--- config.mk ---
export PLATFORM = sky130hd
export DESIGN_NAME = mdio_mgmt_reg
export DESIGN_NICKNAME = d
export VERILOG_FILES = /design/src/rtl/mdio_mgmt_pkg.sv /design/src/rtl/mdio_clk_div.sv /design/src/rtl/mdio_frame_eng.sv /design/src/rtl/mdio_mgmt_reg.sv
export SDC_FILE = /design/constraint.sdc
export NUM_CORES = 1
export LEC_CHECK = 0
export BUFFER_PORTS_ARGS = -buffer_cell sky130_fd_sc_hd__buf_2
export CELL_PAD_IN_SITES_DETAIL_PLACEMENT = 0
export CELL_PAD_IN_SITES_GLOBAL_PLACEMENT = 1
export CORE_ASPECT_RATIO = 1.4
export CORE_MARGIN = 3
export CORE_UTILIZATION = 35
export CTS_CLUSTER_DIAMETER = 150
export DETAILED_ROUTE_END_ITERATION = 6
export PLACE_DENSITY_LB_ADDON = 0.1
export RECOVER_POWER = 25
export SLEW_MARGIN = 20
export SYNTH_ARGS = -nofsm -noshare
export SYNTH_HDL_FRONTEND = slang
export SYNTH_SLANG_ARGS = --single-unit
--- constraint.sdc ---
create_clock -name clk -period 2 [get_ports clk]
set_clock_uncertainty 0.15 [all_clocks]
set_input_delay 0.1 -clock clk [delete_from_list [all_inputs] [get_ports clk]]
set_output_delay 0.1 -clock clk [all_outputs]
set_load 0.02 [all_outputs]
--- src/rtl/mdio_mgmt_pkg.sv ---
package mdio_mgmt_pkg;
   localparam int FRAME_BITS = 64;
   localparam int PRE_BITS   = 32;
   localparam int TA_FIRST   = 46;   // first turnaround bit index
   localparam int DATA_FIRST = 48;   // first data bit index
   localparam int DATA_W     = 16;
   localparam int REG_W      = 5;

   typedef enum logic [1:0] {
      OPC_WR = 2'b01,
      OPC_RD = 2'b10
   } mdio_opc_e;

   typedef struct packed {
      logic        flag;
      logic [7:0]  addr;
      logic [15:0] data;
   } mgmt_reg_t;
endpackage

--- src/rtl/mdio_clk_div.sv ---
module mdio_clk_div #(
   parameter int CLK_DIV = 8
) (
   input  logic clk,
   input  logic rst_n,
   input  logic run,
   output logic mdc,
   output logic rise_evt,
   output logic fall_evt
);
   logic phase_end;
   logic mdc_q;

   generate
      if (CLK_DIV < 1) begin : g_bad_div
         $error("CLK_DIV must be at least 1");
      end
      if (CLK_DIV == 1) begin : g_nodiv
         assign phase_end = run;
      end else begin : g_div
         localparam int CW = $clog2(CLK_DIV);
         localparam logic [CW-1:0] LAST = CW'(CLK_DIV - 1);
         logic [CW-1:0] cnt_q;
         always_ff @(posedge clk or negedge rst_n) begin
            if (!rst_n)              cnt_q <= '0;
            else if (!run)           cnt_q <= '0;
            else if (cnt_q == LAST)  cnt_q <= '0;
            else                     cnt_q <= cnt_q + 1'b1;
         end
         assign phase_end = run && (cnt_q == LAST);
      end
   endgenerate

   always_ff @(posedge clk or negedge rst_n) begin
      if (!rst_n)         mdc_q <= 1'b0;
      else if (!run)      mdc_q <= 1'b0;
      else if (phase_end) mdc_q <= ~mdc_q;
   end

   assign mdc      = mdc_q;
   assign rise_evt = phase_end && !mdc_q;
   assign fall_evt = phase_end &&  mdc_q;
endmodule

--- src/rtl/mdio_frame_eng.sv ---
module mdio_frame_eng
   import mdio_mgmt_pkg::*;
#(
   parameter logic [4:0] PHY_ADDR = 5'd1
) (
   input  logic                clk,
   input  logic                rst_n,
   input  logic                start,
   input  logic                start_rd,
   input  logic [REG_W-1:0]    start_reg,
   input  logic [DATA_W-1:0]   start_data,
   input  logic                rise_evt,
   input  logic                fall_evt,
   input  logic                mdio_i,
   output logic                busy,
   output logic                done,
   output logic [DATA_W-1:0]   rx_data,
   output logic                mdio_o,
   output logic                mdio_oe
);
   localparam int IDX_W = $clog2(FRAME_BITS);
   localparam logic [IDX_W-1:0] LAST_IDX = IDX_W'(FRAME_BITS - 1);
   localparam logic [IDX_W-1:0] TA_IDX   = IDX_W'(TA_FIRST);
   localparam logic [IDX_W-1:0] DAT_IDX  = IDX_W'(DATA_FIRST);

   logic                  busy_q;
   logic                  rd_q;
   logic [IDX_W-1:0]      idx_q;
   logic [FRAME_BITS-1:0] tx_sr;
   logic [DATA_W-1:0]     rx_sr;
   logic [FRAME_BITS-1:0] frame_new;
   mdio_opc_e             opc;

   always_comb begin
      opc = start_rd ? OPC_RD : OPC_WR;
      frame_new = {{PRE_BITS{1'b1}}, 2'b01, opc, PHY_ADDR, start_reg,
                   (start_rd ? 2'b11 : 2'b10),
                   (start_rd ? {DATA_W{1'b1}} : start_data)};
   end

   always_ff @(posedge clk or negedge rst_n) begin
      if (!rst_n) begin
         busy_q <= 1'b0;
         rd_q   <= 1'b0;
         idx_q  <= '0;
         tx_sr  <= '1;
      end else if (!busy_q) begin
         if (start) begin
            busy_q <= 1'b1;
            rd_q   <= start_rd;
            idx_q  <= '0;
            tx_sr  <= frame_new;
         end
      end else if (fall_evt) begin
         if (idx_q == LAST_IDX) begin
            busy_q <= 1'b0;
            tx_sr  <= '1;
         end else begin
            idx_q <= idx_q + 1'b1;
            tx_sr <= {tx_sr[FRAME_BITS-2:0], 1'b1};
         end
      end
   end

   always_ff @(posedge clk or negedge rst_n) begin
      if (!rst_n)
         rx_sr <= '0;
      else if (busy_q && rd_q && rise_evt && idx_q >= DAT_IDX)
         rx_sr <= {rx_sr[DATA_W-2:0], mdio_i};
   end

   assign busy    = busy_q;
   assign done    = busy_q && fall_evt && (idx_q == LAST_IDX);
   assign rx_data = rx_sr;
   assign mdio_o  = tx_sr[FRAME_BITS-1];
   assign mdio_oe = busy_q && !(rd_q && idx_q >= TA_IDX);
endmodule

--- src/rtl/mdio_mgmt_reg.sv ---
module mdio_mgmt_reg
   import mdio_mgmt_pkg::*;
#(
   parameter int         CLK_DIV  = 8,
   parameter logic [4:0] PHY_ADDR = 5'd1
) (
   input  logic        clk,
   input  logic        rst_n,
   input  logic        host_wr,
   input  logic [31:0] host_wdata,
   output logic [31:0] host_rdata,
   output logic        mdc,
   output logic        mdio_o,
   output logic        mdio_oe,
   input  logic        mdio_i
);
   mgmt_reg_t        reg_q;
   logic             op_rd_q;
   logic             eng_busy;
   logic             eng_done;
   logic [DATA_W-1:0] eng_rx;
   logic             rise_evt;
   logic             fall_evt;
   logic             accept;

   assign accept = host_wr && !eng_busy;

   always_ff @(posedge clk or negedge rst_n) begin
      if (!rst_n) begin
         reg_q   <= '0;
         op_rd_q <= 1'b0;
      end else if (accept) begin
         reg_q.flag <= host_wdata[31];
         reg_q.addr <= host_wdata[23:16];
         reg_q.data <= host_wdata[15:0];
         op_rd_q    <= !host_wdata[31];
      end else if (eng_done) begin
         if (op_rd_q) begin
            reg_q.flag <= 1'b1;
            reg_q.data <= eng_rx;
         end else begin
            reg_q.flag <= 1'b0;
         end
      end
   end

   assign host_rdata = {reg_q.flag, 7'b0, reg_q.addr, reg_q.data};

   mdio_clk_div #(.CLK_DIV(CLK_DIV)) u_div (
      .clk      (clk),
      .rst_n    (rst_n),
      .run      (eng_busy),
      .mdc      (mdc),
      .rise_evt (rise_evt),
      .fall_evt (fall_evt)
   );

   mdio_frame_eng #(.PHY_ADDR(PHY_ADDR)) u_eng (
      .clk        (clk),
      .rst_n      (rst_n),
      .start      (accept),
      .start_rd   (!host_wdata[31]),
      .start_reg  (host_wdata[16 +: REG_W]),
      .start_data (host_wdata[15:0]),
      .rise_evt   (rise_evt),
      .fall_evt   (fall_evt),
      .mdio_i     (mdio_i),
      .busy       (eng_busy),
      .done       (eng_done),
      .rx_data    (eng_rx),
      .mdio_o     (mdio_o),
      .mdio_oe    (mdio_oe)
   );

   AST_MDC_IDLE_LOW: assert property (@(posedge clk) disable iff (!rst_n)
      !eng_busy |-> !mdc);
   AST_MDIO_MOVES_ON_FALL: assert property (@(posedge clk) disable iff (!rst_n)
      eng_busy && $past(eng_busy) && !$stable(mdio_o) |-> !mdc);
   AST_FIELDS_HELD_BUSY: assert property (@(posedge clk) disable iff (!rst_n)
      eng_busy |=> $stable(reg_q.addr));
   AST_WR_FLAG_CLEARS: assert property (@(posedge clk) disable iff (!rst_n)
      $fell(eng_busy) && !op_rd_q |-> !host_rdata[31]);
   AST_RD_FLAG_SETS: assert property (@(posedge clk) disable iff (!rst_n)
      $fell(eng_busy) && op_rd_q |-> host_rdata[31]);
endmodule

Word level (Yosys, flattened, before mapping)
Index checks and enable logic that the tools add are counted.
{"block": "op_classes", "n_addsub": 2, "mul": 0, "div_mod_pow": 0, "n_lt_le_gt_ge": 2, "eq_ne": 5, "n_shift": 0, "muxes": 25, "bitwise_logic": 2, "n_reduce_logical": 22}
{"operator": "2-to-1 mux 64 bit", "count": 4}
{"operator": "2-to-1 mux 16 bit", "count": 4}
{"operator": "2-to-1 mux 6 bit", "count": 4}
{"operator": ">= comparator 6 bit (second input constant)", "count": 2}
{"operator": "logical AND 1 bit", "count": 11}
{"operator": "2-to-1 mux 1 bit", "count": 10}
{"operator": "adder 6 x 1 -> 6 bit (second input constant)", "count": 1}
{"operator": "== test 6 bit (second input constant)", "count": 1}
{"operator": "2-to-1 mux 3 bit", "count": 2}
{"operator": "AND reduction 2 bit", "count": 3}
{"operator": "nonzero test 2 bit", "count": 3}
{"operator": "logical NOT 1 bit", "count": 4}
{"operator": "inequality test 2 bit (second input constant)", "count": 2}
{"operator": "adder 3 x 1 -> 3 bit (second input constant)", "count": 1}
{"operator": "== test 3 bit (second input constant)", "count": 1}
{"operator": "AND reduction 3 bit", "count": 1}
{"operator": "2-to-1 mux 2 bit", "count": 1}
{"operator": "inequality test 2 x 1 -> 1 bit (second input constant)", "count": 1}
{"operator": "inverter 1 bit", "count": 2}
{"block": "totals", "regBits": 118, "latch_bits": 0, "ram_bits": 0, "mem_bits_ro": 0, "in_bits": 36, "output_inout_bits": 35, "elab_cells": 69, "n_memories": 0}

Logic depth before layout (Yosys ltp)
{"block": "logic_depth", "word_depth": 7, "depth_mapped": 7, "mapped_depth_nobuf": 5}

Cells and area by module
From an unflattened synthesis, not the netlist that was laid out.
{"block": "unflattened", "cells_unflattened": 460, "hier_area_um2": 5395.2}
{"mod": "mdio_frame_eng", "n_inst": 1, "cells_per_inst": 344, "area_each_um2": 3930.0}
{"mod": "mdio_mgmt_reg", "n_inst": 1, "cells_per_inst": 102, "area_each_um2": 1290.0}
{"mod": "mdio_clk_div", "n_inst": 1, "cells_per_inst": 14, "area_each_um2": 175.2}

Least setup slack after synthesis
No wires, ideal clock.
{"block": "synth_timing", "kind": "register -> register", "startpoint": "register u_div.g_div.cnt_q[0]", "endpoint": "register u_eng.rx_sr[10], in the netlist u_eng.rx_data[10]", "setup_time_ns": 0.125, "arrival_ns": 1.681, "required_time_ns": 1.725, "path_slack_ns": 0.044, "path_stages_with_launch": 7, "path_buffers": 1, "synth_period_minus_slack_ns": 1.956, "path_cell_list": "dfrtp_1 -> ha_1 -> ha_1 -> nand4_4 -> nor3_4 -> buf_8 -> mux2_2"}
{"block": "synth_between", "elab_chain_len": 5}
{"element": "start, declared", "line_no": "mdio_clk_div.sv:23", "rtl": "logic [CW-1:0] cnt_q;"}
{"element": "start signal, assigned", "line_no": "mdio_clk_div.sv:28", "rtl": "else cnt_q <= cnt_q + 1'b1;"}
{"element": "== test 3 bit", "line_no": "mdio_clk_div.sv:30", "rtl": "assign phase_end = run && (cnt_q == LAST);"}
{"element": "logical AND 1 bit", "line_no": "mdio_clk_div.sv:30"}
{"element": "logical AND 1 bit", "line_no": "mdio_clk_div.sv:41", "rtl": "assign rise_evt = phase_end && !mdc_q;"}
{"element": "logical AND 1 bit (2 in a row)", "line_no": "mdio_frame_eng.sv:68", "rtl": "else if (busy_q && rd_q && rise_evt && idx_q >= DAT_IDX)"}
{"element": "end signal, assigned", "line_no": "mdio_frame_eng.sv:69", "rtl": "rx_sr <= {rx_sr[DATA_W-2:0], mdio_i};"}
{"element": "end, declared", "line_no": "mdio_frame_eng.sv:30", "rtl": "logic [DATA_W-1:0] rx_sr;"}
Every way passes these cells.
A chain may end at the register's enable or synchronous reset.

Worst setup path after layout
{"block": "layout_timing", "startpoint": "register u_eng.idx_q[0]", "endpoint": "register u_eng.tx_sr[15]"}
{"block": "layout_between", "elab_chain_len": 4}
{"element": "start, declared", "line_no": "mdio_frame_eng.sv:28", "rtl": "logic [IDX_W-1:0] idx_q;"}
{"element": "start signal, assigned", "line_no": "mdio_frame_eng.sv:59", "rtl": "idx_q <= idx_q + 1'b1;"}
{"element": "== test 6 bit", "line_no": "mdio_frame_eng.sv:55", "rtl": "if (idx_q == LAST_IDX) begin"}
{"element": "2-to-1 mux 64 bit", "line_no": "mdio_frame_eng.sv:55"}
{"element": "2-to-1 mux 64 bit", "line_no": "mdio_frame_eng.sv:54", "rtl": "end else if (fall_evt) begin"}
{"element": "2-to-1 mux 64 bit", "line_no": "mdio_frame_eng.sv:47", "rtl": "end else if (!busy_q) begin"}
{"element": "end signal, assigned", "line_no": "mdio_frame_eng.sv:52", "rtl": "tx_sr <= frame_new;"}
{"element": "end signal, assigned", "line_no": "mdio_frame_eng.sv:60", "rtl": "tx_sr <= {tx_sr[FRAME_BITS-2:0], 1'b1};"}
{"element": "end, declared", "line_no": "mdio_frame_eng.sv:29", "rtl": "logic [FRAME_BITS-1:0] tx_sr;"}
Every way passes these cells. The select of a mux whose other input is x is not followed.

==> summary.txt <==
Max Freq -> 522 MHz
Effective utilization at floorplan -> 36.0%
Antenna cell count -> 0
Crit path arrival time -> 2090 ps
Met2 global-route usage -> 28.3%
List of most frequent post-synthesis cells -> sky130_fd_sc_hd__dfstp_2 (64), sky130_fd_sc_hd__nand2_1 (63), sky130_fd_sc_hd__a21oi_1 (59)
Clock tree from TritonCTS -> built
Number of pins with negative max-slew slack in the final report -> 0
Antenna violations before repair -> 0
Hold Path Class -> in2async
PnR worst setup slack -> 84.0 ps
Top cell by count, worst path -> sky130_fd_sc_hd__buf_4
Vias in the first global route -> 4398
Cell type group with the largest total delay on the critical path -> compound AO/OA/AOI/OAI gates
Portion of the clock cycle consumed by the worst path in the final layout -> 95.8%
Cell chain of the critical path -> buf_4, ha_1, and3_2, buf_4, a211oi_1, o22ai_1
Met1 track demand over resource -> 21.4%
Reg2Reg Setup Slack -> 80 ps
Violation count after the first detailed-routing iteration -> 249
Leakage power of the design -> 2.96 nW
Worst Hold Slack -> 177 ps
Max FO, Critical Path -> 8
Number of distinct standard cells referenced by the synthesized netlist -> 47
Transition time at the pin with the least slew margin -> 948 ps
Ys flop type -> sky130_fd_sc_hd__dfstp_2
Max-capacitance violation count -> 0
Height of the chip -> 154 um
Worst setup path start -> u_eng.idx_q[0]
Total die area -> 0.0171 mm2
Met3 Resource Use GR -> 4.25%
Endpoint of the worst setup timing path -> u_eng.tx_sr[15]
Final weighted congestion of routability-driven global placement -> 0.827
Number of instances in the synthesized netlist -> 493
Via count normalized by instance count -> 5.31
Wire length of the first global-routing pass -> 23300 um
Classification of the worst setup path -> reg2reg
DR vias -> 4154
Outcome -> finished, final reports clean
Cell at the root of the clock tree -> sky130_fd_sc_hd__clkbuf_16
Final HPWL from detailed placement -> 8910 um
Average routed wire per standard cell -> 17.6 um
Dpl ws -> 126 ps
Setup repair after global routing missed its margin -> true
Net count, final -> 617
Routed Antenna Nets -> 0
Clk slew on worst S/H paths -> 50 ps
Highest-delay cell along the critical path -> sky130_fd_sc_hd__dfrtp_1
Avg Inst Size Synth -> 11.1 um2
Deepest level of the CTS H-tree -> 4
Count of flip-flops with a built-in enable after synthesis -> 0
End-of-flow core utilization -> 46.2%
Clock latency of the later-clocked register in the worst-skew pair -> 420 ps
Buf+Inv Stages, Crit Path -> 2
Number of setup violations in the final report -> 0
TritonCTS Sinks -> 117
X dimension of the die -> 111 um
Fraction of post-synthesis cell area in the top cell type by area -> 30.9%
Placement row count -> 53
Final hold violations -> 0
Grt peak-use layer -> met2
Share of post-route cells with drive strength above 1 -> 35.1%
Io pins -> 71
Total clock buffers created by CTS -> 17
Synthesis warning total -> 0
Flip-flop and latch count after synthesis -> 117
RR Startpoint -> u_eng.idx_q[0]
Relative area change from synthesis to final layout -> 28.1%
Worst path required time -> 2170 ps
Quantity of I/O buffers inserted on ports -> 56
Worst max-slew margin expressed relative to the limit -> 36.8%
Total power divided by cell area -> 1200 mW/mm2
Residual DRC -> 0
Slowest cell delay on critical path -> 380 ps
Clk buf depth -> 2
Overall routed net length -> 13800 um
CP Depth -> 6
Register area share after synthesis -> 55.2%
Cell types with the largest area share after synthesis -> sky130_fd_sc_hd__dfstp_2 (31%), sky130_fd_sc_hd__dfrtp_1 (24%), sky130_fd_sc_hd__a2bb2oi_1 (5.6%)
Endpoint kind of the worst setup timing path -> register
Biggest area consumer among synthesized cells -> sky130_fd_sc_hd__dfstp_2
Startpoint types -> register
Total global routing track utilization -> 17.1%
Final-layout setup total negative slack -> 0 ps
Post-synthesis async set-or-reset flop share -> 100%
Sum of overflow across all layers after global routing -> 0
Syn Std Cell Area -> 0.00545 mm2
Post-layout min period -> 1920 ps
Worst reg-to-reg path cell count -> 6
Cell with the most instances after synthesis -> sky130_fd_sc_hd__dfstp_2
Core footprint -> 0.0151 mm2
Maximum number of pins on one net before global-route repair -> 39
Maximum vdd ir drop -> 0.557 mV
Worst r2r dst -> u_eng.tx_sr[15]
Total power -> 0.00838 W
First-pass detailed-route iteration total -> 4
==> timing repair <==
| action | CTS | global route |
|---|---|---|
| buffers inserted | 0 | 1 |
| gates resized for setup | 1 | 5 |
| endpoints found under the setup margin | 1 | 1 |
| hold buffers | 29 | 0 |
| hold endpoints to repair | 118 | 0 |
| pin swaps | 0 | 2 |
==> cell type report <==
type                            count  area, um2
Timing Repair Buffer              117        943
Clock buffer                       22        464
Multi-Input combinational cell    320       2130
Inverter                            4       15.0
Clock inverter                     10        178
Fill cell                        1422       8140
Sequential cell                   117       3010
Tap cell                          192        240
==> logic make-up (layout without fill, tap and decap cells) <==
| family | Yosys count | count (layout) | share of synthesized area (%) |
|---|---|---|---|
| AOI/OAI and AO/OA | 180 | 180 | 23.6 |
| DFF | 117 | 117 | 55.2 |
| and+or+nand+nor | 106 | 106 | 9.35 |
| buffers and inverters | 62 | 153 | 6.38 |
| muxes | 20 | 20 | 4.04 |
| adders and majority gates | 4 | 4 | 0.919 |
| xor gates and xnor gates | 3 | 3 | 0.482 |
| other | 1 | 7 | 0.0688 |
==> where the power goes <==
part	internal (W)	switching, W
logic	0.000824	0.000804
registers	0.00312	0.000317
clock network	0.00226	0.00104
total	0.00621	0.00216
==> how the worst min path moves through the flow <==
stage / startpoint / end / slack, ps / cells after the start
2_1_floorplan: rst_n / host_rdata[0] / -350 / 0
3_3_place_gp: rst_n / host_rdata[21] / -110 / 1
3_5_place_dp: rst_n / host_rdata[21] / -110 / 1
4_1_cts: rst_n / u_eng.tx_sr[10] / 190 / 2
5_1_grt: rst_n / u_eng.tx_sr[11] / 200 / 2
6_report: rst_n / u_eng.tx_sr[11] / 180 / 2
==> placed cells by master (no fill, tap or decap), types with 3 or more instances in the layout <==
master                           n
sky130_fd_sc_hd__dfrtp_1        52
sky130_fd_sc_hd__buf_4          20
sky130_fd_sc_hd__buf_12         10
sky130_fd_sc_hd__bufinv_16       5
sky130_fd_sc_hd__mux2_2         16
sky130_fd_sc_hd__dfstp_2        64
sky130_fd_sc_hd__nor2_1          5
sky130_fd_sc_hd__clkinv_2        4
sky130_fd_sc_hd__o22ai_1        16
sky130_fd_sc_hd__nand3_1        18
sky130_fd_sc_hd__clkbuf_16      17
sky130_fd_sc_hd__dlygate4sd3_1  29
sky130_fd_sc_hd__ha_1            3
sky130_fd_sc_hd__nor3_1          4
sky130_fd_sc_hd__nand2_1        63
sky130_fd_sc_hd__inv_1           3
sky130_fd_sc_hd__o221ai_1       16
sky130_fd_sc_hd__clkbuf_1        3
sky130_fd_sc_hd__conb_1          7
sky130_fd_sc_hd__a211oi_1       21
sky130_fd_sc_hd__a21oi_1        59
sky130_fd_sc_hd__buf_2          54
sky130_fd_sc_hd__a2bb2oi_1      35
sky130_fd_sc_hd__mux2i_1         4
sky130_fd_sc_hd__o2bb2ai_1      19
==> per-stage QoR <==
step                cell area (um2)  cells
finish                         6980    782
global route                   6980    782
CTS                            6990    781
detailed placement             6050    720
global placement               6050    720
floorplan                      5470    499
==> state kept, by name (all words and copies together) (netlist names) <==
name	cells
u_eng.tx_sr	64
host_rdata	25
u_eng.rx_data	16
u_eng.idx_q	6
u_div.g_div.cnt_q	3
op_rd_q	1
u_div.mdc	1
u_eng.busy	1
==> layer usage <==
layer  part of all wire [%]  up-vias
li1                       -     1981
met5                      0        -
met4                    2.3        0
met1                     45     2078
met3                    3.0       22
met2                     50       73
No activity file was read; power rests on OpenSTA's default activity.
